===== config.mk =====
export PLATFORM = sky130hd
export DESIGN_NAME = wp_cmd_filter
export DESIGN_NICKNAME = d
export VERILOG_FILES = /design/src/rtl/wp_seq_pkg.sv /design/src/rtl/wp_seq_datapath.sv /design/src/rtl/wp_seq_ctrl.sv /design/src/rtl/wp_cmd_filter.sv
export SDC_FILE = /design/constraint.sdc
export NUM_CORES = 1
export LEC_CHECK = 0
export BUFFER_PORTS_ARGS = -buffer_cell sky130_fd_sc_hd__buf_2
export CAP_MARGIN = 20
export CELL_PAD_IN_SITES_DETAIL_PLACEMENT = 0
export CELL_PAD_IN_SITES_GLOBAL_PLACEMENT = 1
export CORE_MARGIN = 2
export CORE_UTILIZATION = 43
export CTS_BUF_LIST = sky130_fd_sc_hd__clkbuf_16
export DETAILED_ROUTE_END_ITERATION = 12
export PLACE_DENSITY_LB_ADDON = 0.2
export SYNTH_ARGS = -nofsm -noshare
export SYNTH_HDL_FRONTEND = slang
export SYNTH_SLANG_ARGS = --single-unit

===== constraint.sdc =====
create_clock -name clk -period 5.4 [get_ports clk]
set_clock_uncertainty 0.2 [all_clocks]
set_input_delay 0.27 -clock clk [delete_from_list [all_inputs] [get_ports clk]]
set_output_delay 0.27 -clock clk [all_outputs]
set_load 0.01 [all_outputs]

===== src/rtl/wp_seq_pkg.sv =====
package wp_seq_pkg;

  localparam int KEY_ADDR_BITS = 15;
  localparam int NUM_KEYS = 5;

  typedef enum logic [2:0] {
    ST_IDLE,
    ST_KEY1,
    ST_KEY2,
    ST_OFF3,
    ST_OFF4,
    ST_OFF5,
    ST_WINDOW
  } seqState_t;

  typedef enum logic [1:0] {
    PEND_NONE,
    PEND_ON,
    PEND_OFF
  } pend_t;

  // strobes from control to datapath
  typedef struct packed {
    logic passWr;
    logic dummy;
  } ctrlStrobe_t;

  // key matches from datapath to control
  typedef struct packed {
    logic hitAa;
    logic hit55;
    logic hitA0;
    logic hit80;
    logic hit20;
  } keyHits_t;

  function automatic logic [KEY_ADDR_BITS-1:0] keyAddr(input int idx);
    return (idx == 1) ? 15'h2AAA : 15'h5555;
  endfunction

  function automatic logic [7:0] keyData(input int idx);
    case (idx)
      0: return 8'hAA;
      1: return 8'h55;
      2: return 8'hA0;
      3: return 8'h80;
      default: return 8'h20;
    endcase
  endfunction

endpackage


===== src/rtl/wp_seq_datapath.sv =====
module wp_seq_datapath
  import wp_seq_pkg::*;
#(
  parameter int ADDR_W = 17
) (
  input  logic              clk,
  input  logic              rstN,
  input  logic [ADDR_W-1:0] wrAddr,
  input  logic [7:0]        wrData,
  input  ctrlStrobe_t       strobe,
  output keyHits_t          hits,
  output logic              outValid,
  output logic [ADDR_W-1:0] outAddr,
  output logic [7:0]        outData,
  output logic              dummyReq
);

  logic [NUM_KEYS-1:0] hitVec;

  for (genvar i = 0; i < NUM_KEYS; i++) begin : gKey
    assign hitVec[i] = (wrAddr[KEY_ADDR_BITS-1:0] == keyAddr(i)) &&
                       (wrData == keyData(i));
  end

  assign hits.hitAa = hitVec[0];
  assign hits.hit55 = hitVec[1];
  assign hits.hitA0 = hitVec[2];
  assign hits.hit80 = hitVec[3];
  assign hits.hit20 = hitVec[4];

  always_ff @(posedge clk) begin
    if (!rstN) begin
      outValid <= 1'b0;
      outAddr  <= '0;
      outData  <= '0;
      dummyReq <= 1'b0;
    end else begin
      outValid <= strobe.passWr;
      dummyReq <= strobe.dummy;
      if (strobe.passWr) begin
        outAddr <= wrAddr;
        outData <= wrData;
      end
    end
  end

endmodule


===== src/rtl/wp_seq_ctrl.sv =====
module wp_seq_ctrl
  import wp_seq_pkg::*;
#(
  parameter int GAP_LIMIT = 37500
) (
  input  logic        clk,
  input  logic        rstN,
  input  logic        wrValid,
  input  logic        engineBusy,
  input  keyHits_t    hits,
  output ctrlStrobe_t strobe,
  output logic        protectOn
);

  localparam int CNT_W = $clog2(GAP_LIMIT + 1);
  localparam logic [CNT_W-1:0] CNT_LAST = CNT_W'(GAP_LIMIT - 1);

  seqState_t state, stateNext;
  pend_t     pend, pendNext;
  logic      dataSeen, dataSeenNext;
  logic      armed, armedNext;
  logic      busyPrev;
  logic [CNT_W-1:0] gapCnt;

  logic accept;
  logic timeout;
  logic busyFall;

  assign accept   = wrValid && !engineBusy;
  assign timeout  = (state != ST_IDLE) && !accept && (gapCnt == CNT_LAST);
  assign busyFall = busyPrev && !engineBusy;

  always_comb begin
    stateNext    = state;
    pendNext     = pend;
    dataSeenNext = dataSeen;
    armedNext    = armed;
    strobe       = '0;

    if (armed && busyFall) begin
      armedNext = 1'b0;
      pendNext  = PEND_NONE;
    end

    if (accept) begin
      unique case (state)
        ST_IDLE: begin
          if (hits.hitAa) stateNext = ST_KEY1;
          else begin
            strobe.passWr = !protectOn;
            strobe.dummy  = protectOn;
          end
        end
        ST_KEY1, ST_OFF4: begin
          if (hits.hit55) stateNext = (state == ST_KEY1) ? ST_KEY2 : ST_OFF5;
          else begin
            stateNext     = ST_IDLE;
            strobe.passWr = !protectOn;
            strobe.dummy  = protectOn;
          end
        end
        ST_KEY2: begin
          if (hits.hitA0) begin
            stateNext    = ST_WINDOW;
            pendNext     = protectOn ? PEND_NONE : PEND_ON;
            dataSeenNext = 1'b0;
            armedNext    = 1'b0;
          end else if (hits.hit80) begin
            stateNext = ST_OFF3;
          end else begin
            stateNext     = ST_IDLE;
            strobe.passWr = !protectOn;
            strobe.dummy  = protectOn;
          end
        end
        ST_OFF3: begin
          if (hits.hitAa) stateNext = ST_OFF4;
          else begin
            stateNext     = ST_IDLE;
            strobe.passWr = !protectOn;
            strobe.dummy  = protectOn;
          end
        end
        ST_OFF5: begin
          if (hits.hit20) begin
            stateNext    = ST_WINDOW;
            pendNext     = PEND_OFF;
            dataSeenNext = 1'b0;
            armedNext    = 1'b0;
          end else begin
            stateNext     = ST_IDLE;
            strobe.passWr = !protectOn;
            strobe.dummy  = protectOn;
          end
        end
        ST_WINDOW: begin
          strobe.passWr = 1'b1;
          dataSeenNext  = 1'b1;
        end
        default: stateNext = ST_IDLE;
      endcase
    end else if (timeout) begin
      stateNext = ST_IDLE;
      if (state == ST_WINDOW) begin
        strobe.dummy = !dataSeen;
        armedNext    = (pend != PEND_NONE);
      end
    end
  end

  always_ff @(posedge clk) begin
    if (!rstN) begin
      state     <= ST_IDLE;
      pend      <= PEND_NONE;
      dataSeen  <= 1'b0;
      armed     <= 1'b0;
      busyPrev  <= 1'b0;
      gapCnt    <= '0;
      protectOn <= 1'b0;
    end else begin
      state    <= stateNext;
      pend     <= pendNext;
      dataSeen <= dataSeenNext;
      armed    <= armedNext;
      busyPrev <= engineBusy;
      if (accept || timeout || state == ST_IDLE) gapCnt <= '0;
      else gapCnt <= gapCnt + 1'b1;
      if (armed && busyFall) begin
        if (pend == PEND_ON) protectOn <= 1'b1;
        else if (pend == PEND_OFF) protectOn <= 1'b0;
      end
    end
  end

endmodule


===== src/rtl/wp_cmd_filter.sv =====
module wp_cmd_filter
  import wp_seq_pkg::*;
#(
  parameter int ADDR_W = 17,
  parameter int GAP_LIMIT = 37500
) (
  input  logic              clk,
  input  logic              rstN,
  input  logic              wrValid,
  input  logic [ADDR_W-1:0] wrAddr,
  input  logic [7:0]        wrData,
  input  logic              engineBusy,
  output logic              outValid,
  output logic [ADDR_W-1:0] outAddr,
  output logic [7:0]        outData,
  output logic              dummyReq,
  output logic              protectOn
);

  ctrlStrobe_t strobe;
  keyHits_t    hits;

  wp_seq_ctrl #(.GAP_LIMIT(GAP_LIMIT)) ctrl (
    .clk(clk), .rstN(rstN), .wrValid(wrValid), .engineBusy(engineBusy),
    .hits(hits), .strobe(strobe), .protectOn(protectOn)
  );

  wp_seq_datapath #(.ADDR_W(ADDR_W)) dpath (
    .clk(clk), .rstN(rstN), .wrAddr(wrAddr), .wrData(wrData),
    .strobe(strobe), .hits(hits), .outValid(outValid), .outAddr(outAddr),
    .outData(outData), .dummyReq(dummyReq)
  );

endmodule


== Yosys cells after proc, flatten, opt, wreduce, memory -nomap -nowiden ==
Index checks and enable logic that the tools add are counted.

* Flip-flop bits (word level): 52
* Input bits: 29
* Word-level logic and storage cells: 100

* Add/subtract/negate cells: 1
* Equality and inequality tests: 20
* Muxes and demuxes: 39
* Bitwise logic cells: 1
* Reduce and logical (&&, ||, !) cells: 28

{| class="wikitable"
|+ Operator list
! kind !! count
|-
| 8-bit equality test (second input constant) || 3
|-
| 3-bit two-way mux || 8
|-
| 2-bit two-way mux || 10
|-
| 3-bit case mux with 6 select lines || 1
|-
| 16-bit by 1-bit adder with 16-bit output (second input constant) || 1
|-
| 16-bit equality test (second input constant) || 1
|-
| 15-bit by 14-bit equality test with 1-bit output (second input constant) || 1
|-
| 15-bit equality test (second input constant) || 1
|-
| 1-bit two-way mux || 15
|-
| 1-bit logical AND || 10
|-
| 3-bit equality test (second input constant) || 3
|-
| 8-bit by 6-bit equality test with 1-bit output (second input constant) || 1
|-
| 8-bit by 7-bit equality test with 1-bit output (second input constant) || 1
|-
| 3-bit by 2-bit equality test with 1-bit output (second input constant) || 2
|-
| 2-bit nonzero test || 3
|-
| 3-bit nonzero test || 2
|-
| 2-bit OR reduction || 3
|-
| 1-bit case mux with 5 select lines || 1
|-
| 1-bit zero test || 4
|-
| 2-bit by 1-bit inequality test with 1-bit output (second input constant) || 2
|-
| 1-bit case mux with 4 select lines || 1
|-
| 2-bit case mux with 2 select lines || 1
|-
| 4-bit AND reduction || 1
|-
| 3-bit by 1-bit equality test with 1-bit output (second input constant) || 1
|-
| other kinds (11) || 12
|}

== Depth between registers and ports, before layout ==
Gate-level depths: netlist of run 1.

* Depth after elaboration: 8
* Depth in mapped cells: 9
* Mapped depth without buffers: 7

== Modules after synthesis ==
From an unflattened synthesis of run 1, not the netlist that was laid out.

* Cell total of the unflattened synthesis: 273
* Area total of the unflattened synthesis: 2539.9 sq um

{| class="wikitable"
|+ Modules (own cells, without submodules)
! module !! times used !! cells each !! area an instance (sq um) !! sequential area each (sq um)
|-
| wp_seq_ctrl || 1 || 164 || 1377.6 || 500.5
|-
| wp_seq_datapath || 1 || 109 || 1162.4 || 540.5
|}

== Least setup slack after synthesis of run 1 ==
Ideal clock, no wire load.

* Kind: input port to flip-flop
* Start point: input wrAddr[5]
* End point: register dpath.outAddr[10]
* Library setup time: 0.072 ns
* Arrival time: 1.844 ns
* Data required time: 5.128 ns
* Setup slack: 3.284 ns
* Stages: 8
* Cell sequence: and4bb_1 > nand4_1 > nor4_1 > or3b_1 > and4_1 > buf_6 > buf_12 > mux2i_1

* Word-level cells in the longest chain between the ends: 6
* Elaborated cells between the ends (all ways): 14
* Those cells by class: eq/ne: 2; mux: 7; reduce/logical: 5

{| class="wikitable"
|+ RTL lines
! what !! RTL line !! source
|-
| start, declared || wp_cmd_filter.sv:10 || <nowiki>input logic [ADDR_W-1:0] wrAddr,</nowiki>
|-
| 15-bit equality test || wp_seq_datapath.sv:21 || <nowiki>assign hitVec[i] = (wrAddr[KEY_ADDR_BITS-1:0] == keyAddr(i)) &&</nowiki>
|-
| 1-bit logical AND || wp_seq_datapath.sv:21 ||
|-
| 2-bit two-way mux || wp_seq_ctrl.sv:68 || <nowiki>end else if (hits.hit80) begin</nowiki>
|-
| 2-bit two-way mux || wp_seq_ctrl.sv:63 || <nowiki>if (hits.hitA0) begin</nowiki>
|-
| 1-bit case mux with 5 select lines * || wp_seq_ctrl.sv:46 || <nowiki>unique case (state)</nowiki>
|-
| 1-bit two-way mux * || wp_seq_ctrl.sv:45 || <nowiki>if (accept) begin</nowiki>
|-
| end signal, assigned || wp_seq_datapath.sv:41 || <nowiki>outAddr <= wrAddr;</nowiki>
|-
| end, declared || wp_seq_datapath.sv:13 || <nowiki>output logic [ADDR_W-1:0] outAddr,</nowiki>
|}

Every way passes the cells marked *; elsewhere a longest branch is shown, timed or not.
A chain may end at the register's enable or synchronous reset.

== Worst setup path in the final report of run 1 ==
* Start point: input wrAddr[5]
* End point: register dpath.outData[6]

* Word-level cells in the longest chain between the ends: 6
* Elaborated cells between the ends (all ways): 14
* Those cells by class: eq/ne: 2; mux: 7; reduce/logical: 5

{| class="wikitable"
|+ RTL lines
! what !! RTL line !! source
|-
| 15-bit equality test || wp_seq_datapath.sv:21 ||
|-
| 1-bit logical AND || wp_seq_datapath.sv:21 ||
|-
| 2-bit two-way mux || wp_seq_ctrl.sv:68 ||
|-
| 2-bit two-way mux || wp_seq_ctrl.sv:63 ||
|-
| 1-bit case mux with 5 select lines * || wp_seq_ctrl.sv:46 ||
|-
| 1-bit two-way mux * || wp_seq_ctrl.sv:45 ||
|-
| end signal, assigned || wp_seq_datapath.sv:42 || <nowiki>outData <= wrData;</nowiki>
|-
| end, declared || wp_seq_datapath.sv:14 || <nowiki>output logic [7:0] outData,</nowiki>
|}

Marked as above.

==> results.tsv, run 1 <==
stage	metric	value	unit
outcome	status	finished clean	
critical_path	worst_r2r_startpoint	ctrl.state[0]	
pwr	p_per_area	266	nW/um2
clock_network	post_cts_resized	0	
min_path	whs_path_depth	3	
global_routing	grt_pass1_vias	2051	
critical_path	start_kind	input pin	
critical_path	cp-end-kind	register	
synthesis	yosys_warnings	0	
die	chipWidth	82.5	um
sta	final_hold_viol_count	0	
synthesis	syn_inst	313	
min_path	holdPathEnd	dpath.outAddr[15]	
clock_network	post-cts-setup-buffers	0	
clock_network	cts_root_buf	clkbuf_16	
critical_path	r2r_slack	3.15	ns
detailed_routing	dr.pass1.iters	4	
pwr	p_leak	1.32	nW
critical_path	critPathKind	in2reg	
sta	setup_viol_count_final	0	
synthesis	synth-seq-area-share	39.3	%
sta	fin_crit	2.35	ns
min_path	hold_path_class	in2reg	
die	io_pins	57	
placed_design	dp.cells	428	
die	std_cell_rows	28	
die	core_area	5920	um2
placed_design	place_congestion	0.800	
global_routing	grt_antenna_before_repair	0	
sta	maxSlewHeadroom	55.7	%
global_routing	grt-ovfl-total	0	
pwr	max-vdd-ir-drop	0.000156	V
finish	fill_cells	595	
clock_network	clkSlewWorstSetupHoldPaths	0.07	ns
critical_path	r2r_end	dpath.outData[6]	
synthesis	synth_fp_nets	345	
finish	multiInputGateArea	1470	um2
clock_network	cts_made_buffers	5	
finish	ff_latch_area	1040	um2
detailed_routing	drcViolationCount	0	
synthesis	synth_edf_count	0	
die	initial_utilization	44.7	%
detailed_routing	routedWlPerCell	13.4	um
critical_path	required	5.41	ns
sta	finalMaxSlewViolations	0	
sta	rsz0062_at_grt	no	
sta	holdWs	0.0205	ns
finish	antenna_cells	0	
sta	fin_crit_sh	43.6	%
synthesis	ys_async_sr_fraction	0	%
die	dieArea	6800	um2
finish	fin_area	3090	um2
detailed_routing	drt_iter0_markers	131	
finish	syn_to_final_growth	16.5	%
finish	nNetsFinal	392	
detailed_routing	routed-via-count	2240	
flow_run	maxCapViolations	0	
synthesis	syn_area	2650	um2
sta	final.setup.tns	0	ns
synthesis	ys.flop_type	dfxtp_1	
die	die-height	82.5	um
detailed_routing	post_drt_via_cell_ratio	5.14	
synthesis	ys_types	48	
finish	drive_above_1_share	19.1	%
detailed_routing	drt_wl_total	5850	um
clock_network	numClockSinks	52	
global_routing	grtUsageTotal	17.7	%
clock_network	cts_tree	built	
global_routing	grt_pass1_wl	9420	um
clock_network	clk_latency	0.29	ns
finish	instances_no_fill	436	
global_routing	grt_max_degree	65	
clock_network	clk_path_buf_depth	2	
synthesis	syn_avg_cell_area	8.46	um2
detailed_routing	antenna_left	0	
clock_network	ctsHoldBuffers	0	
synthesis	ys_seq_elements	52	
sta	fmax	425	MHz
critical_path	rr_worst_depth	6	
critical_path	cp_max_fo	26	
clock_network	htreeDepth	2	
sta	worst_pin_slew	0.661	ns
placed_design	port-buffer-count	56	
min_path	hp-start	wrAddr[15]	
critical_path	cp.arrival	2.37	ns
placed_design	hpwl	4200	um
finish	fin_util	52.1	%
placed_design	place_area	2920	um2
[cell usage after synthesis, types with 3 or more instances]
cell type,n,area (um2)
mux2i_1,26,260
o21a_1,3,22.5
nor2_1,28,105
o21ai_0,9,45.0
xnor2_1,4,35.0
inv_1,6,22.5
nand2b_1,3,18.8
nor4b_1,3,26.3
nand4_1,7,43.8
dfxtp_1,52,1040
a31oi_1,3,18.8
a21oi_1,5,25.0
nand3b_1,3,22.5
clkbuf_1,14,52.6
and3_1,4,25.0
nand2_1,63,236
nor3_1,4,20.0
ha_1,3,37.5
and4bb_1,3,37.5
nor2b_1,9,56.3
and4_1,3,26.3
nand3_1,11,55.1
or3_1,7,43.8
xor2_1,8,70.1
o31ai_1,3,22.5
[worst max path at each step]
stage               from           endpoint  slack (ns)  cells after the start
2_1_floorplan  wrAddr[5]  dpath.outAddr[10]        3.28                      8
3_3_place_gp   wrData[7]   dpath.outAddr[8]        2.86                      8
3_5_place_dp   wrAddr[5]  dpath.outAddr[15]        2.75                      8
4_1_cts        wrAddr[5]   dpath.outData[6]        3.04                      8
5_1_grt        wrAddr[5]   dpath.outAddr[7]        2.84                      8
6_report       wrAddr[5]   dpath.outData[6]        3.05                      8
[report_power, final]
part / internal [mW] / switching (mW) / leakage (nW)
Combinational: 0.0302 / 0.0408 / 0.815
Clock: 0.216 / 0.134 / 0.0850
Sequential: 0.394 / 0.00481 / 0.422
Total: 0.640 / 0.179 / 1.32
[cell type report]
cell class	instances	area share (%)
Inverter	6	0.730
Clock inverter	3	1.26
Timing Repair Buffer	58	9.57
Clock buffer	5	4.06
Multi-Input combinational cell	237	47.6
Tap cell	75	3.04
Sequential cell	52	33.7
[critical path, stage by stage]
cell and delay [ns]:
buf_2 0.11, and4bb_1 0.25, nand4_1 0.19, nor4_1 0.54, or3b_1 0.19, and4_1 0.18
buf_4 0.39, mux2i_1 0.24
[stage by stage]
stage | power (mW) | setup WS, ns
3_5_place_dp | 0.478 | 2.75
6_report | 0.819 | 3.05
4_1_cts | 0.829 | 3.04
2_1_floorplan | 0.450 | 3.28
3_3_place_gp | 0.478 | 2.86
5_1_grt | 0.858 | 2.84
[registers in the layout, summed over array words and instances (netlist names)]
register / count
ctrl.armed: 1
ctrl.busyPrev: 1
ctrl.dataSeen: 1
ctrl.gapCnt: 16
ctrl.pend: 2
ctrl.protectOn: 1
ctrl.state: 3
dpath.dummyReq: 1
dpath.outAddr: 17
dpath.outData: 8
dpath.outValid: 1
[cell usage in the layout (no fill, tap or decap), types with 2 or more instances in the layout]
cell       synthesis  final
nand4_1            7      7
nand3b_1           3      3
a31oi_1            3      3
nand3_1           11     11
and4_1             3      3
nor3_1             4      4
xnor2_1            4      4
dfxtp_1           52     52
o21ai_0            9      9
nor2b_1            9      9
nand4b_1           2      2
xor2_1             8      8
nand2b_1           3      3
o21a_1             3      3
nor4b_1            3      3
ha_1               3      3
o31ai_1            3      3
and2_1             2      2
and3_1             4      4
inv_1              6      7
a21boi_1           2      2
clkbuf_16          0      5
a21oi_1            5      5
mux2i_1           26     26
nand2_1           63     63
nor4bb_1           2      2
buf_4              0      2
and4bb_1           3      3
buf_2              0     56
or3_1              7      7
nor2_1            28     28
[kinds of logic after synthesis]
| logic type | synth area share, % |
|---|---|
| simple gates | 31.4 |
| flops | 39.3 |
| compound gates | 8.88 |
| mux | 9.83 |
| buf+inv | 5.20 |
| xor+xnor | 3.97 |
| fa+ha+maj | 1.42 |
[routing by layer]
layer	track usage, %	up-vias	share of wire, %
met5	0	-	0
met4	4.67	0	0.68
met3	3.70	5	3.0
met2	26.0	30	45
met1	26.2	1017	51
li1	-	1188	-
Power figures use the tool's default switching activity.
==> inputs of run 2 (changes only) <==
--- a/config.mk
+++ b/config.mk
@@ -5,12 +5,13 @@
 export SDC_FILE = /design/constraint.sdc
 export NUM_CORES = 1
 export LEC_CHECK = 0
+export ABC_AREA = 1
 export BUFFER_PORTS_ARGS = -buffer_cell sky130_fd_sc_hd__buf_2
 export CAP_MARGIN = 20
 export CELL_PAD_IN_SITES_DETAIL_PLACEMENT = 0
 export CELL_PAD_IN_SITES_GLOBAL_PLACEMENT = 1
 export CORE_MARGIN = 2
-export CORE_UTILIZATION = 43
+export CORE_UTILIZATION = 38
 export CTS_BUF_LIST = sky130_fd_sc_hd__clkbuf_16
 export DETAILED_ROUTE_END_ITERATION = 12
 export PLACE_DENSITY_LB_ADDON = 0.2
==> constraint.sdc (replaced) <==
create_clock -name clk -period 2.4 [get_ports clk]
set_clock_uncertainty 0.2 [all_clocks]
set_input_delay 0.12 -clock clk [delete_from_list [all_inputs] [get_ports clk]]
set_output_delay 0.12 -clock clk [all_outputs]
set_load 0.01 [all_outputs]
==> run 2 against run 1 <==
Net effect: sequential share of layout area decreased by 3.9 points; power up 130%; final cell count up 36%; global-route usage shrank 0.40 points.
==> results.tsv, run 2 <==
stage	metric	value	unit	change
pwr	p_sw_share	23.6	%	was 21.9%
finish	drive_above_1_share	18.3	%	was 19.1%
sta	rsz0062_at_grt	no		unchanged
outcome	status	finished clean		unchanged
synthesis	yosysTopAreaCell	dfxtp_1		unchanged
finish	mostFrequentLayoutCell	nand2_1		unchanged
critical_path	cp_max_fo	26		unchanged
critical_path	cp-end-kind	register		unchanged
synthesis	ys_async_sr_fraction	0	%	unchanged
finish	syn_to_final_growth	21.4	%	was 16.5%
detailed_routing	antenna_left	0		unchanged
clock_network	cts_made_buffers	5		unchanged
placed_design	dpl_worst_slack	0.101	ns	was 2.75 ns
detailed_routing	routedWlPerCell	12.1	um	was 13.4 um
finish	largest_reg_flops	17		unchanged
clock_network	numClockSinks	52		unchanged
synthesis	ys.flop_type	dfxtp_1		unchanged
finish	final_cell_mix	nand2_1 (84), nor2_1 (66), buf_2 (56), nand3_1 (52), dfxtp_1 (52)		was nand2_1 (63), buf_2 (56), dfxtp_1 (52), nor2_1 (28), mux2i_1 (26)
pwr	p_per_area	551	nW/um2	was 266 nW/um2
pwr	switchingPower	453	uW	was 179 uW
synthesis	synth-seq-area-share	36.2	%	was 39.3%
synthesis	ys_types	35		was 48
finish	antenna_cells	0		unchanged
synthesis	yosys_warnings	0		unchanged
detailed_routing	drt_iter0_markers	111		was 131
min_path	holdPathEnd	dpath.outAddr[4]		was dpath.outAddr[15]
placed_design	port-buffer-count	56		unchanged
global_routing	grt-ovfl-total	0		unchanged
sta	finalMaxSlewViolations	0		unchanged
critical_path	rr_worst_depth	9		was 6
synthesis	syn_area	2870	um2	was 2650 um2
sta	fin_crit	2.10	ns	
die	die-height	91.0	um	was 82.5 um
placed_design	place_area	3220	um2	was 2920 um2
critical_path	worst_r2r_startpoint	ctrl.state[2]		was ctrl.state[0]
sta	maxSlewHeadroom	71.0	%	was 55.7%
global_routing	grtUsageTotal	17.3	%	was 17.7%
clock_network	post-cts-setup-buffers	0		unchanged
synthesis	syn_avg_cell_area	6.67	um2	was 8.46 um2
min_path	hold_path_class	in2reg		unchanged
critical_path	r2r_end	dpath.outAddr[13]		was dpath.outData[6]
sta	setup_slack	0.301	ns	was 3.05 ns
die	initial_utilization	39.4	%	was 44.7%
global_routing	grt_max_degree	52		was 65
pwr	intPower	1.47	mW	was 640 uW
finish	reg.largest.list	dpath.outAddr x17, ctrl.gapCnt x16, dpath.outData x8		unchanged
pwr	p_comb_share	12.1	%	was 8.7%
sta	fmax	476	MHz	
synthesis	synth_fp_nets	463		was 345
pwr	clockPowerShare	40.6	%	was 42.7%
critical_path	r2r_slack	0.30	ns	was 3.15 ns
die	dieArea	8270	um2	was 6800 um2
sta	final.setup.tns	0	ns	unchanged
detailed_routing	met2_wirelength	3350	um	was 2640 um
detailed_routing	routed-via-count	2908		was 2,240
synthesis	synth_edf_count	0		unchanged
synthesis	ys_seq_elements	52		unchanged
clock_network	clk_path_buf_depth	2		unchanged
synthesis	synth_most_common_cell	nand2_1		unchanged
global_routing	grt_pass1_vias	2732		was 2,051
detailed_routing	wl_met3	446	um	was 177 um
clock_network	clkSlewWorstSetupHoldPaths	0.07	ns	about the same
synthesis	synth_top_area_share	36.2	%	was 39.3%
clock_network	htreeDepth	2		unchanged
die	core_area	7290	um2	was 5920 um2
synthesis	synth.area.top_cells	dfxtp_1 (36%), nand2_1 (11%), nand3_1 (9.1%)		was dfxtp_1 (39%), mux2i_1 (9.8%), nand2_1 (8.9%)
finish	fin_util	47.9	%	was 52.1%
sta	fin_crit_sh	87.5	%	
finish	nNetsFinal	526		was 392
clock_network	clk_latency	0.29	ns	about the same
detailed_routing	drcViolationCount	0		unchanged
finish	fin_area	3490	um2	was 3090 um2
clock_network	cts_root_buf	clkbuf_16		unchanged
clock_network	cts_tree	built		unchanged
synthesis	syn_inst	431		was 313
die	chipWidth	91.0	um	was 82.5 um
pwr	max-vdd-ir-drop	0.000236	V	was 0.000156 V
detailed_routing	dr.pass1.iters	4		unchanged
detailed_routing	post_drt_via_cell_ratio	4.91		was 5.14
pwr	p_leak	1.51	nW	was 1.32 nW
sta	setup_viol_count_final	0		unchanged
detailed_routing	highest_layer	met4		unchanged
critical_path	required	2.38	ns	was 5.41 ns
critical_path	cp.arrival	2.08	ns	was 2.37 ns
finish	fill_cells	815		was 595
min_path	whs_path_depth	5		was 3
synthesis	yosys-top-cells-count	nand2_1 (84), nor2_1 (66), dfxtp_1 (52), nand3_1 (52), inv_1 (46)		was nand2_1 (63), dfxtp_1 (52), nor2_1 (28)
critical_path	critPathKind	reg2reg		was in2reg
finish	largest-register	dpath.outAddr		unchanged
critical_path	start_kind	register		was input pin
placed_design	hpwl	5250	um	was 4200 um
flow_run	maxCapViolations	0		unchanged
global_routing	grt_antenna_before_repair	0		unchanged
global_routing	grt_pass1_wl	12000	um	was 9420 um
sta	worst_pin_slew	0.435	ns	was 0.661 ns
detailed_routing	drt_wl_total	7180	um	was 5850 um
placed_design	place_congestion	0.870		was 0.800
sta	final_hold_viol_count	0		unchanged
detailed_routing	wl_met1	3310	um	was 2990 um
die	io_pins	57		unchanged
min_path	hp-start	wrAddr[4]		was wrAddr[15]
pwr	power_frac_seq	47.4	%	was 48.6%
die	std_cell_rows	31		was 28
-- run 2: cell families (layout without fill, tap and decap cells) --
logic type	after synthesis	after routing	synth area share (%)
and+or+nand+nor	254	255	41.9
buffers and inverters	70	131	10.5
DFF	52	52	36.2
AOI/OAI and AO/OA	50	50	9.40
adders and majority gates	3	3	1.31
xor gates and xnor gates	2	2	0.610
-- run 2: final cells by class --
class / count / area (um2) / area share [%]
multi-input combinational: 310 / 1550 / 44.5
timing repair buffer: 71 / 415 / 11.9
sequential: 52 / 1040 / 29.8
clock buffer: 5 / 125 / 3.59
clock inverter: 1 / 30.0 / 0.861
inverter: 54 / 203 / 5.81
tap: 99 / 124 / 3.55
-- run 2: timing repair --
item | 4_1_cts | 5_1_grt
endpoints found under the setup margin | 0 | 24
endpoints found under the hold margin | 10 | 0
hold buffers | 9 | 0
resized for setup | 0 | 1
-- run 2: power by group through the flow --
stage	sequential [mW]	combinational [mW]	clock [mW]
5_1_grt	0.914	0.263	0.828
3_5_place_dp	0.930	0.222	0
2_1_floorplan	0.944	0.121	0
6_report	0.911	0.232	0.780
3_3_place_gp	0.930	0.221	0
4_1_cts	0.910	0.233	0.808
-- run 2: per-layer routing --
layer / vias to the layer above / track usage (%)
met4: 0 / 5.05
met3: 7 / 4.40
met1: 1297 / 21.8
met2: 70 / 29.3
met5: - / 0
li1: 1534 / -
-- run 2: how the worst max path moves through the flow --
stage                   start                end  slack (ns)
2_1_floorplan  ctrl.gapCnt[0]    ctrl.gapCnt[14]        0.63
3_3_place_gp        wrData[0]   dpath.outData[4]        0.12
3_5_place_dp        wrData[0]   dpath.outData[6]        0.10
4_1_cts         ctrl.state[1]   dpath.outData[6]        0.14
5_1_grt        ctrl.gapCnt[0]    ctrl.gapCnt[14]        0.06
6_report        ctrl.state[2]  dpath.outAddr[13]        0.30
-- run 2: worst max-delay path, cell delays in order, from the launching register on --
cell,delay [ns]
dfxtp_1,0.41
inv_1,0.14
nor3_1,0.25
inv_1,0.07
nand2_1,0.09
nand3_1,0.20
nand4_4,0.36
nand3_1,0.15
nand2_1,0.09
nor2_1,0.04
-- run 2: per-stage QoR --
stage / std cells / power, mW / hold slack [ns]
2_1_floorplan: 431 / 1.07 / 0.0135
3_3_place_gp: 576 / 1.15 / 0.120
3_5_place_dp: 576 / 1.15 / 0.126
4_1_cts: 591 / 1.95 / 0.000995
5_1_grt: 592 / 2.01 / 0.0319
6_report: 592 / 1.92 / 0.00221
==> inputs of run 3 (changes only) <==
--- a/config.mk
+++ b/config.mk
@@ -14,6 +14,7 @@
 export CORE_UTILIZATION = 38
 export CTS_BUF_LIST = sky130_fd_sc_hd__clkbuf_16
 export DETAILED_ROUTE_END_ITERATION = 12
+export GPL_TIMING_DRIVEN = 0
 export PLACE_DENSITY_LB_ADDON = 0.2
 export SYNTH_ARGS = -nofsm -noshare
 export SYNTH_HDL_FRONTEND = slang
==> run 3 against run 2 <==
Net effect: the flow now finishes with violations (hold timing); global-route usage rose by 1.1 points; wire length rose by 2.8%; combinational power rose by 4%; clock power fell by 4.9%; core utilization rose by 0.57 points; first-iteration DRC count rose by 14%; clock-buffer cell count did not move; cell area rose by 1.2%; sequential power barely moved; critical endpoint is now dpath.outData[3]; highest routed layer unchanged.
==> results.tsv, run 3 (synthesis gave the netlist of run 2 again) <==
stage	metric	value	unit	change
die	std_cell_rows	31		unchanged
outcome	status	finished, violations left		was finished clean
global_routing	grt-ovfl-total	0		unchanged
detailed_routing	dr.pass1.iters	4		unchanged
placed_design	port-buffer-count	56		unchanged
die	core_area	7290	um2	unchanged
pwr	p_leak	1.53	nW	was 1.51 nW
finish	ff_latch_area	1040	um2	unchanged
finish	fill_cells	811		was 815
clock_network	clk_latency	0.29	ns	about the same
clock_network	numClockSinks	52		unchanged
outcome	violations	hold timing		
placed_design	place_area	3280	um2	was 3220 um2
critical_path	cp.arrival	2.15	ns	was 2.08 ns
clock_network	htreeDepth	2		unchanged
critical_path	required	2.39	ns	was 2.38 ns
global_routing	grt_pass1_wl	12600	um	was 12,000 um
pwr	p_per_area	536	nW/um2	was 551 nW/um2
critical_path	cp-end-kind	register		unchanged
sta	final.setup.tns	0	ns	unchanged
die	chipWidth	91.0	um	unchanged
global_routing	grtUsageTotal	18.5	%	was 17.3%
placed_design	hpwl	5810	um	was 5250 um
placed_design	dpl_worst_slack	0.368	ns	was 0.101 ns
critical_path	cp_max_fo	10		was 26
sta	final_hold_viol_count	1		was 0
finish	final_cell_mix	nand2_1 (84), nor2_1 (66), buf_2 (58), nand3_1 (52), dfxtp_1 (52)		was nand2_1 (84), nor2_1 (66), buf_2 (56), nand3_1 (52), dfxtp_1 (52)
finish	largest-register	dpath.outAddr		unchanged
sta	fin_crit	2.16	ns	was 2.10 ns
finish	multiInputGateArea	1530	um2	was 1550 um2
detailed_routing	routedWlPerCell	12.2	um	was 12.1 um
critical_path	r2r_end	ctrl.gapCnt[14]		was dpath.outAddr[13]
global_routing	grt_pass1_vias	2857		was 2,732
pwr	max-vdd-ir-drop	0.000280	V	was 0.000236 V
finish	reg.largest.list	dpath.outAddr x17, ctrl.gapCnt x16, dpath.outData x8		unchanged
min_path	hold_path_class	in2reg		unchanged
min_path	hp-start	wrAddr[4]		unchanged
finish	antenna_cells	0		unchanged
min_path	whs_path_depth	5		unchanged
sta	maxSlewHeadroom	62.9	%	was 71.0%
detailed_routing	routed-via-count	2901		was 2,908
clock_network	post-cts-setup-buffers	0		unchanged
die	dieArea	8270	um2	unchanged
detailed_routing	drt_iter0_markers	126		was 111
detailed_routing	drcViolationCount	0		unchanged
sta	fin_crit_sh	90.0	%	was 87.5%
clock_network	cts_root_buf	clkbuf_16		unchanged
global_routing	grt_antenna_before_repair	0		unchanged
finish	fin_area	3530	um2	was 3490 um2
clock_network	cts_made_buffers	5		unchanged
critical_path	critPathKind	in2reg		was reg2reg
sta	finalMaxSlewViolations	0		unchanged
sta	worst_pin_slew	0.557	ns	was 0.435 ns
sta	setup_slack	0.240	ns	was 0.301 ns
finish	syn_to_final_growth	22.9	%	was 21.4%
detailed_routing	antenna_left	0		unchanged
finish	mostFrequentLayoutCell	nand2_1		unchanged
die	initial_utilization	39.4	%	unchanged
sta	rsz0062_at_grt	no		unchanged
global_routing	grt_max_degree	19		was 52
critical_path	r2r_slack	0.38	ns	was 0.30 ns
clock_network	cts_tree	built		unchanged
sta	fmax	463	MHz	was 476 MHz
detailed_routing	post_drt_via_cell_ratio	4.80		was 4.91
critical_path	worst_r2r_startpoint	ctrl.gapCnt[0]		was ctrl.state[2]
finish	largest_reg_flops	17		unchanged
placed_design	place_congestion	0.912		was 0.870
finish	fin_util	48.4	%	was 47.9%
sta	setup_viol_count_final	0		unchanged
finish	nNetsFinal	536		was 526
sta	holdWs	-0.00171	ns	was 0.00221 ns
critical_path	rr_worst_depth	12		was 9
die	io_pins	57		unchanged
clock_network	clk_path_buf_depth	2		unchanged
min_path	holdPathEnd	dpath.outAddr[4]		unchanged
flow_run	maxCapViolations	0		unchanged
clock_network	clkSlewWorstSetupHoldPaths	0.07	ns	about the same
detailed_routing	drt_wl_total	7380	um	was 7180 um
die	die-height	91.0	um	unchanged
critical_path	start_kind	input pin		was register
pwr	total_power	1.89	mW	was 1.92 mW
finish	drive_above_1_share	18.6	%	was 18.3%
## run 3: cell count changes in the layout (fill, tap and decap cells not counted), sizes merged
cell / change
dlygate4sd3: +1
buf: +2
bufinv: -1
clkbuf: +8
inv: +1
clkinv: +2
nand4: -1
## run 3: worst max-delay path by stage
stage               depth (start not counted)      startpoint                to  slack (ns)
floorplan                                  12  ctrl.gapCnt[0]   ctrl.gapCnt[14]        0.63
global placement                            8      engineBusy  dpath.outData[1]        0.36
detailed placement                         12  ctrl.gapCnt[0]   ctrl.gapCnt[14]        0.37
CTS                                         9      engineBusy  dpath.outData[1]        0.12
global route                               11       wrData[0]  dpath.outData[3]        0.02
finish                                     11       wrData[0]  dpath.outData[3]        0.24
## run 3: routing by layer
metal	vias up	part of all wire, %	GRT usage (%)
met5	-	0	0
met4	0	0.91	5.18
met3	5	5.2	3.98
met2	59	48	32.3
met1	1282	46	22.7
li1	1555	-	-
## run 3: power breakdown
group	switching, mW	internal (mW)
Combinational	0.142	0.0997
Sequential	0.0152	0.894
Clock	0.347	0.395
Total	0.504	1.39
## run 3: through the flow
step	instances	hold WS, ns
finish	604	-0.00171
CTS	604	0.000404
floorplan	431	0.0135
global route	604	0.0398
global placement	586	0.118
detailed placement	586	0.124
## run 3: cell type report
| cell class | count | area share [%] |
|---|---|---|
| clock buffer | 5 | 3.54 |
| tap | 99 | 3.51 |
| inverter | 54 | 5.74 |
| sequential | 52 | 29.5 |
| multi-input combinational | 309 | 43.3 |
| buffer | 16 | 2.87 |
| clock inverter | 3 | 0.744 |
| timing repair buffer | 66 | 10.8 |
## run 3: repair_timing
action	in CTS	in global routing
hold endpoints to repair	11	0
resized for setup	0	1
endpoints found under the setup margin	0	8
hold buffers	10	0
## run 3: worst max-delay path: stages
cell,delay [ns]
dlygate4sd3_1,0.53
buf_2,0.14
nor2_1,0.16
nand3_1,0.11
nor2_1,0.15
nand3_1,0.16
nand3_1,0.16
nand4_4,0.19
buf_4,0.23
a21oi_1,0.13
nor2_1,0.06
